<file path="config.mk">
export PLATFORM = sky130hd
export DESIGN_NAME = shift_add_mul
export DESIGN_NICKNAME = d
export VERILOG_FILES = /design/src/rtl/shift_add_mul_pkg.sv /design/src/rtl/sam_ctrl.sv /design/src/rtl/sam_datapath.sv /design/src/rtl/shift_add_mul.sv
export SDC_FILE = /design/constraint.sdc
export NUM_CORES = 1
export LEC_CHECK = 0
export ABC_CLOCK_PERIOD_IN_PS = 4710
export BUFFER_PORTS_ARGS = -buffer_cell sky130_fd_sc_hd__clkbuf_2
export CORE_MARGIN = 5
export CORE_UTILIZATION = 50
export CTS_BUF_LIST = sky130_fd_sc_hd__clkbuf_8
export CTS_CLUSTER_DIAMETER = 200
export DETAILED_ROUTE_END_ITERATION = 10
export GPL_TIMING_DRIVEN = 0
export PLACE_DENSITY = 0.7
export SETUP_SLACK_MARGIN = 0.02
export SYNTH_ARGS = -nofsm -noshare
export SYNTH_HDL_FRONTEND = slang
export SYNTH_SLANG_ARGS = --single-unit
export TNS_END_PERCENT = 50
</file>
<file path="constraint.sdc">
create_clock -name clk -period 4.71 [get_ports clk]
set_clock_uncertainty 0.1 [all_clocks]
set_input_delay 1.413 -clock clk [delete_from_list [all_inputs] [get_ports clk]]
set_output_delay 1.413 -clock clk [all_outputs]
set_load 0.005 [all_outputs]
</file>
<file path="src/rtl/shift_add_mul_pkg.sv">
package shift_add_mul_pkg;

  // Control state of the multiplier sequence
  typedef enum logic [1:0] {
    ST_IDLE = 2'd0,
    ST_RUN  = 2'd1,
    ST_FIX  = 2'd2
  } mulState_t;

  // Strobes from the control to the datapath, at most one high per cycle
  typedef struct packed {
    logic load;    // capture operands and magnitudes
    logic step;    // one conditional add plus right shift
    logic finish;  // apply sign and publish the result
  } mulStrobe_t;

endpackage

</file>
<file path="src/rtl/sam_ctrl.sv">
module sam_ctrl
  import shift_add_mul_pkg::*;
#(
  parameter int W = 32
) (
  input  logic       clk,
  input  logic       rstN,
  input  logic       start,
  output mulStrobe_t strobe,
  output logic       busy,
  output logic       done
);
  localparam int CW = (W > 1) ? $clog2(W) : 1;
  localparam logic [CW-1:0] LAST = CW'(W - 1);

  mulState_t state;
  logic [CW-1:0] stepCnt;

  always_comb begin
    strobe.load   = (state == ST_IDLE) && start;
    strobe.step   = (state == ST_RUN);
    strobe.finish = (state == ST_FIX);
  end

  assign busy = (state != ST_IDLE);

  always_ff @(posedge clk) begin
    if (!rstN) begin
      state   <= ST_IDLE;
      stepCnt <= '0;
      done    <= 1'b0;
    end else begin
      done <= strobe.finish;
      unique case (state)
        ST_IDLE: begin
          stepCnt <= '0;
          if (start) state <= ST_RUN;
        end
        ST_RUN: begin
          stepCnt <= stepCnt + 1'b1;
          if (stepCnt == LAST) state <= ST_FIX;
        end
        ST_FIX:  state <= ST_IDLE;
        default: state <= ST_IDLE;
      endcase
    end
  end
endmodule

</file>
<file path="src/rtl/sam_datapath.sv">
module sam_datapath
  import shift_add_mul_pkg::*;
#(
  parameter int W = 32
) (
  input  logic           clk,
  input  logic           rstN,
  input  mulStrobe_t     strobe,
  input  logic           signedMode,
  input  logic [W-1:0]   opA,
  input  logic [W-1:0]   opB,
  output logic [2*W-1:0] result
);
  localparam int PW = 2 * W;

  logic [PW-1:0] work;     // upper half: partial sum, lower half: multiplier bits
  logic [W-1:0]  mcand;    // multiplicand magnitude
  logic          negFlag;  // result needs negation

  logic [W-1:0] magA, magB;
  logic         negA, negB;
  logic [W-1:0] addend;
  logic [W:0]   addSum;

  // Magnitudes are W-bit unsigned, so the most negative value maps onto itself
  always_comb begin
    negA   = signedMode && opA[W-1];
    negB   = signedMode && opB[W-1];
    magA   = negA ? (~opA + 1'b1) : opA;
    magB   = negB ? (~opB + 1'b1) : opB;
    addend = work[0] ? mcand : '0;
    addSum = {1'b0, work[PW-1:W]} + {1'b0, addend};
  end

  always_ff @(posedge clk) begin
    if (!rstN) begin
      work    <= '0;
      mcand   <= '0;
      negFlag <= 1'b0;
      result  <= '0;
    end else if (strobe.load) begin
      work    <= {{W{1'b0}}, magB};
      mcand   <= magA;
      negFlag <= negA ^ negB;
    end else if (strobe.step) begin
      // Carry-out enters the top bit as everything moves right by one
      work <= {addSum, work[W-1:1]};
    end else if (strobe.finish) begin
      result <= negFlag ? (~work + 1'b1) : work;
    end
  end
endmodule

</file>
<file path="src/rtl/shift_add_mul.sv">
module shift_add_mul
  import shift_add_mul_pkg::*;
#(
  parameter int W = 32
) (
  input  logic           clk,
  input  logic           rstN,
  input  logic           start,
  input  logic           signedMode,
  input  logic [W-1:0]   multiplicand,
  input  logic [W-1:0]   multiplier,
  output logic           busy,
  output logic           done,
  output logic [2*W-1:0] product
);
  mulStrobe_t strobe;

  sam_ctrl #(.W(W)) ctrl (
    .clk   (clk),
    .rstN  (rstN),
    .start (start),
    .strobe(strobe),
    .busy  (busy),
    .done  (done)
  );

  sam_datapath #(.W(W)) dp (
    .clk       (clk),
    .rstN      (rstN),
    .strobe    (strobe),
    .signedMode(signedMode),
    .opA       (multiplicand),
    .opB       (multiplier),
    .result    (product)
  );
endmodule

</file>
# Word-level counts from Yosys, hierarchy flattened
# Index checks and enable logic that the tools add are counted.
# totals
reg_bits	169
input_bits	68
elab_cells	45
# classes
n_bitwise	7
add_sub_neg	5
n_reduce_logical	10
muxes	10
eq_ne	5
# op_table
op	count
two-way mux 32 bit	5
adder 32 x 1 -> 32 bit, second input constant	2
adder 64 x 1 -> 64 bit, second input constant	1
two-way mux 64 bit	1
NOT 32 bit	2
NOT 64 bit	1
adder 32 x 32 -> 33 bit	1
one-hot mux 5 bit (2 select lines)	1
nonzero test 2 bit	3
adder 5 x 1 -> 5 bit, second input constant	1
== test 5 bit, second input constant	1
two-way mux 2 bit	2
!= test 2 bit, second input constant	2
one-hot mux 2 bit (2 select lines)	1
logical AND 1 bit	3
NOT 1 bit	3
AND reduction 3 bit	1
== test 2 x 1 -> 1 bit, second input constant	1
== test 2 bit, second input constant	1
logical NOT 2 bit	1
AND reduction 2 bit	1
OR reduction 2 bit	1
XOR 1 bit	1

# Depth between registers and ports, before layout
# depth
ltp_word	4
depth_mapped	13

# By module
# A second synthesis with hierarchy kept.
# unflattened
cells_unflattened	1324
hier_area_um2	10881.7
# modules_own_cells
module	instances	cells_per_inst	area_each_um2
sam_datapath	1	1289	10500.1
sam_ctrl	1	35	381.6

# Worst setup path before layout
# OpenSTA, ideal clock, no wires.
# synth_path
kind	input port to flip-flop
start	in multiplicand[14]
end	reg dp.mcand[27]
t_arrival_ns	3.794
required_time_ns	4.495
n_path_buf	0
setup_slack_ns	0.701
stages	8
path_cell_list	or4_4 -> or4_4 -> or3_4 -> or4_4 -> o31ai_4 -> xor2_1 -> o21ai_1 -> and2_1
# synth_via
elab_chain_len	3
# synth_lines
item	line	source
from (decl)	shift_add_mul.sv:10	input logic [W-1:0] multiplicand,
NOT 32 bit	sam_datapath.sv:29	magA = negA ? (~opA + 1'b1) : opA;
adder 32 x 1 -> 32 bit	sam_datapath.sv:29	
two-way mux 32 bit	sam_datapath.sv:29	
to (signal assigned)	sam_datapath.sv:43	mcand <= magA;
to (decl)	sam_datapath.sv:17	logic [W-1:0] mcand;
# No other way between the ends.
# A chain may end at the register's enable or synchronous reset.

# Worst setup path in the final report
# layout_path
start	reg dp.work[0]
end	reg dp.work[61]
# layout_via
elab_chain_len	2
# layout_lines
item	line	source
from (decl)	sam_datapath.sv:16	logic [PW-1:0] work;
from (signal assigned)	sam_datapath.sv:42	work <= {{W{1'b0}}, magB};
from (signal assigned)	sam_datapath.sv:47	work <= {addSum, work[W-1:1]};
two-way mux 32 bit	sam_datapath.sv:31	addend = work[0] ? mcand : '0;
adder 32 x 32 -> 33 bit	sam_datapath.sv:32	addSum = {1'b0, work[PW-1:W]} + {1'b0, addend};
# No other way between the ends.

==> results.md <==
- Worst VDD drop: 0.000183 V
- CP max FO: 10
- Leakage Power: 0.00533 µW
- Unique masters post-synth: 66
- Slew HR: 39.7%
- Synth top area share: 32.0%
- Critical Path RT: 5.00 ns
- Final min period: 4.33 ns
- Non-filler cells, final: 1,773
- WP data arrival: 4.62 ns
- Port Buf Inserts: 133
- Vias: 10,400
- Global-route wire length before repair: 51,800 µm
- Unrepaired setup endpoints after global routing: false
- Synth Cell Area: 10,600 µm²
- TritonRoute pass-1 iters: 6
- Seq. cell area: 3380 µm²
- Chip Height: 155 µm
- Die X: 155 µm
- CTS Sinks: 169
- WS Path Type: reg2reg
- Synthesis Warnings: 0
- Period Utilization, post-route: 91.9%
- Setup TNS: 0 ns
- Cell Rows: 53
- Vias in the first global route: 9,503
- Root Buffer: clkbuf_8
- # nets final: 1,592
- Layout fillers: 2,055
- I/O pin count: 134
- Commonest cells post-synth: 216 x nand2_1, 169 x dfxtp_1, 105 x o21ai_0, 95 x a21oi_1, 95 x xor2_1
- Max Slew Vio Count: 0
- Die area: 24,100 µm²
- Ranking of synthesized cells by area: dfxtp_1 32%, xor2_1 7.9%, nand2_1 7.7%
- Ys async rst share: 0%
- Total grt overflow: 0
- Mean post-synth cell area: 7.92 µm²
- Final Routed Wirelength: 32,800 µm
- Drt wl/cell: 18.5 µm
- Final Wtd Congestion: 0.933
- Vias per cell: 5.86
- Setup crit end kind: register
- Pin count of the biggest net entering global routing: 17
- Worst-path clk slew: 0.10 ns
- CTS tree: done
- Area taken by multi-input logic gates: 6800 µm²
- Number of synthesized flops with an enable pin: 0
- Starting Density: 50.6%
- Register area share after synthesis: 32.0%
- Share of layout cells above drive strength 1: 12.7%
- Outcome: complete, no violations
- Antenna violations before repair: 0
- Pwr per Cell Area: 267 nW/µm²
- Deepest clock path buffer count: 2
- Final Hold Viols: 0
- Synth area leader: dfxtp_1
- Placed cell area: 11,600 µm²
- Drt drc: 0
- Peak Freq: 231 MHz
- Synthesized flop and latch total: 169
- Clk_lat worst skew: 0.48 ns
- Tot GR Track Use: 26.7%
- # H-tree levels: 4
- Synth-to-Final Area Change: 13.6%
- Most frequent cell after synthesis: nand2_1
- Startpoint Class: register
- Diode count: 0
- TritonCTS buffer count: 17
- Max Cap Viol: 0
- Synth Flop Type: dfxtp_1
- Placed Instances: 1,742
- DP Wirelength: 26,000 µm
- Final setup fails: 0
- Final ANT Viol Nets: 0
- Syn_nets: 1,440
- Worst-Margin Slew: 0.896 ns
- Synthesized instance count: 1,334
- 1st-iter DRT viols: 927
- Final Instance Area: 12,000 µm²
- CORE AREA: 20,900 µm²
- Min-Delay Path Class: reg2reg
-- area by class of cell --
class                   count  share of cell area [%]
clock inverters            13                    1.40
repair buffers            133                    5.55
inverters                  21                   0.657
flip-flops and latches    169                    28.2
plain buffers              80                    2.58
multi-input cells        1064                    56.7
well taps                 275                    2.87
clock buffers              18                    2.06
-- registers in the layout (all words and copies together) (netlist names) --
signal,cells
dp.work,64
dp.mcand,32
dp.negFlag,1
ctrl.state,2
dp.result,64
ctrl.stepCnt,5
ctrl.done,1
-- cell usage in the layout (no fill, tap or decap), types with 18 or more instances in the layout --
cell type / count
nand2_1: 216
nor3_1: 25
xor2_1: 95
a21oi_1: 95
dfxtp_1: 169
clkbuf_1: 71
nor2_1: 50
inv_1: 21
ha_1: 37
clkbuf_2: 133
nand3_1: 39
o211a_1: 50
clkbuf_8: 18
or3_1: 18
o31ai_1: 27
xnor2_1: 43
and2_1: 45
o21ai_0: 105
-- worst max-delay path: stages (launching register included) --
cell and delay, ns:
dfxtp_1 0.32, clkbuf_1 0.44, clkbuf_1 0.32, and2_1 0.24
fa_1 0.23, a21oi_1 0.10, o21ai_0 0.26, a21oi_1 0.22
o21ai_0 0.47, a21boi_0 0.40, o41ai_2 0.59, mux2_2 0.40
o22ai_1 0.14
-- worst paths after layout --
| check | start | slack [ns] | end | depth (start not counted) |
|---|---|---|---|---|
| worst max register to register | dp.work[0] | 0.38 | dp.work[61] | 12 |
| worst min-delay path | dp.result[51] | 0.35 | dp.result[51] | 2 |
| worst min register to register | dp.result[51] | 0.35 | dp.result[51] | 2 |
| worst max-delay path | dp.work[0] | 0.38 | dp.work[61] | 12 |
-- repair_timing --
item                                    4_1_cts  5_1_grt
hold buffers                                  0        0
gates resized for setup                       0        1
setup buffers                                 0        0
endpoints found under the hold margin         0        0
endpoints found under the setup margin        0        1
-- logic make-up after synthesis --
kind of cell | after synthesis | share of synthesized area [%]
AND/OR/NAND/NOR | 483 | 22.3
AO/OA/AOI/OAI | 392 | 24.7
flip-flops | 169 | 32.0
XOR/XNOR | 138 | 11.4
buffers and inverters | 101 | 3.67
adder cells (fa/ha/maj) | 38 | 4.57
multiplexers | 13 | 1.27
-- metal layers --
metal	track usage, %	up-vias	wire (µm)	share of wire, %
met5	0	-	0	0
met4	7.25	0	628	1.9
met3	4.17	48	2850	8.7
met2	40.0	428	14000	43
met1	39.7	4835	15300	47
li1	-	5072	-	-
-- power breakdown --
part	switching, µW	internal [µW]	leakage (µW)
Clock	574	544	0.000212
Combinational	334	197	0.00374
Sequential	70.8	1480	0.00137
-- metrics by stage --
stage	hold WS, ns	power (µW)	util (%)	worst slack (ns)
global placement	0.326	2090	55.4	0.249
CTS	0.353	3200	57.4	0.175
finish	0.348	3200	57.4	0.383
detailed placement	0.338	2100	55.4	0.232
floorplan	0.315	1910	-	0.701
global route	0.375	3340	57.4	0.0924
Note: power is estimated with default switching activity, not from simulation.
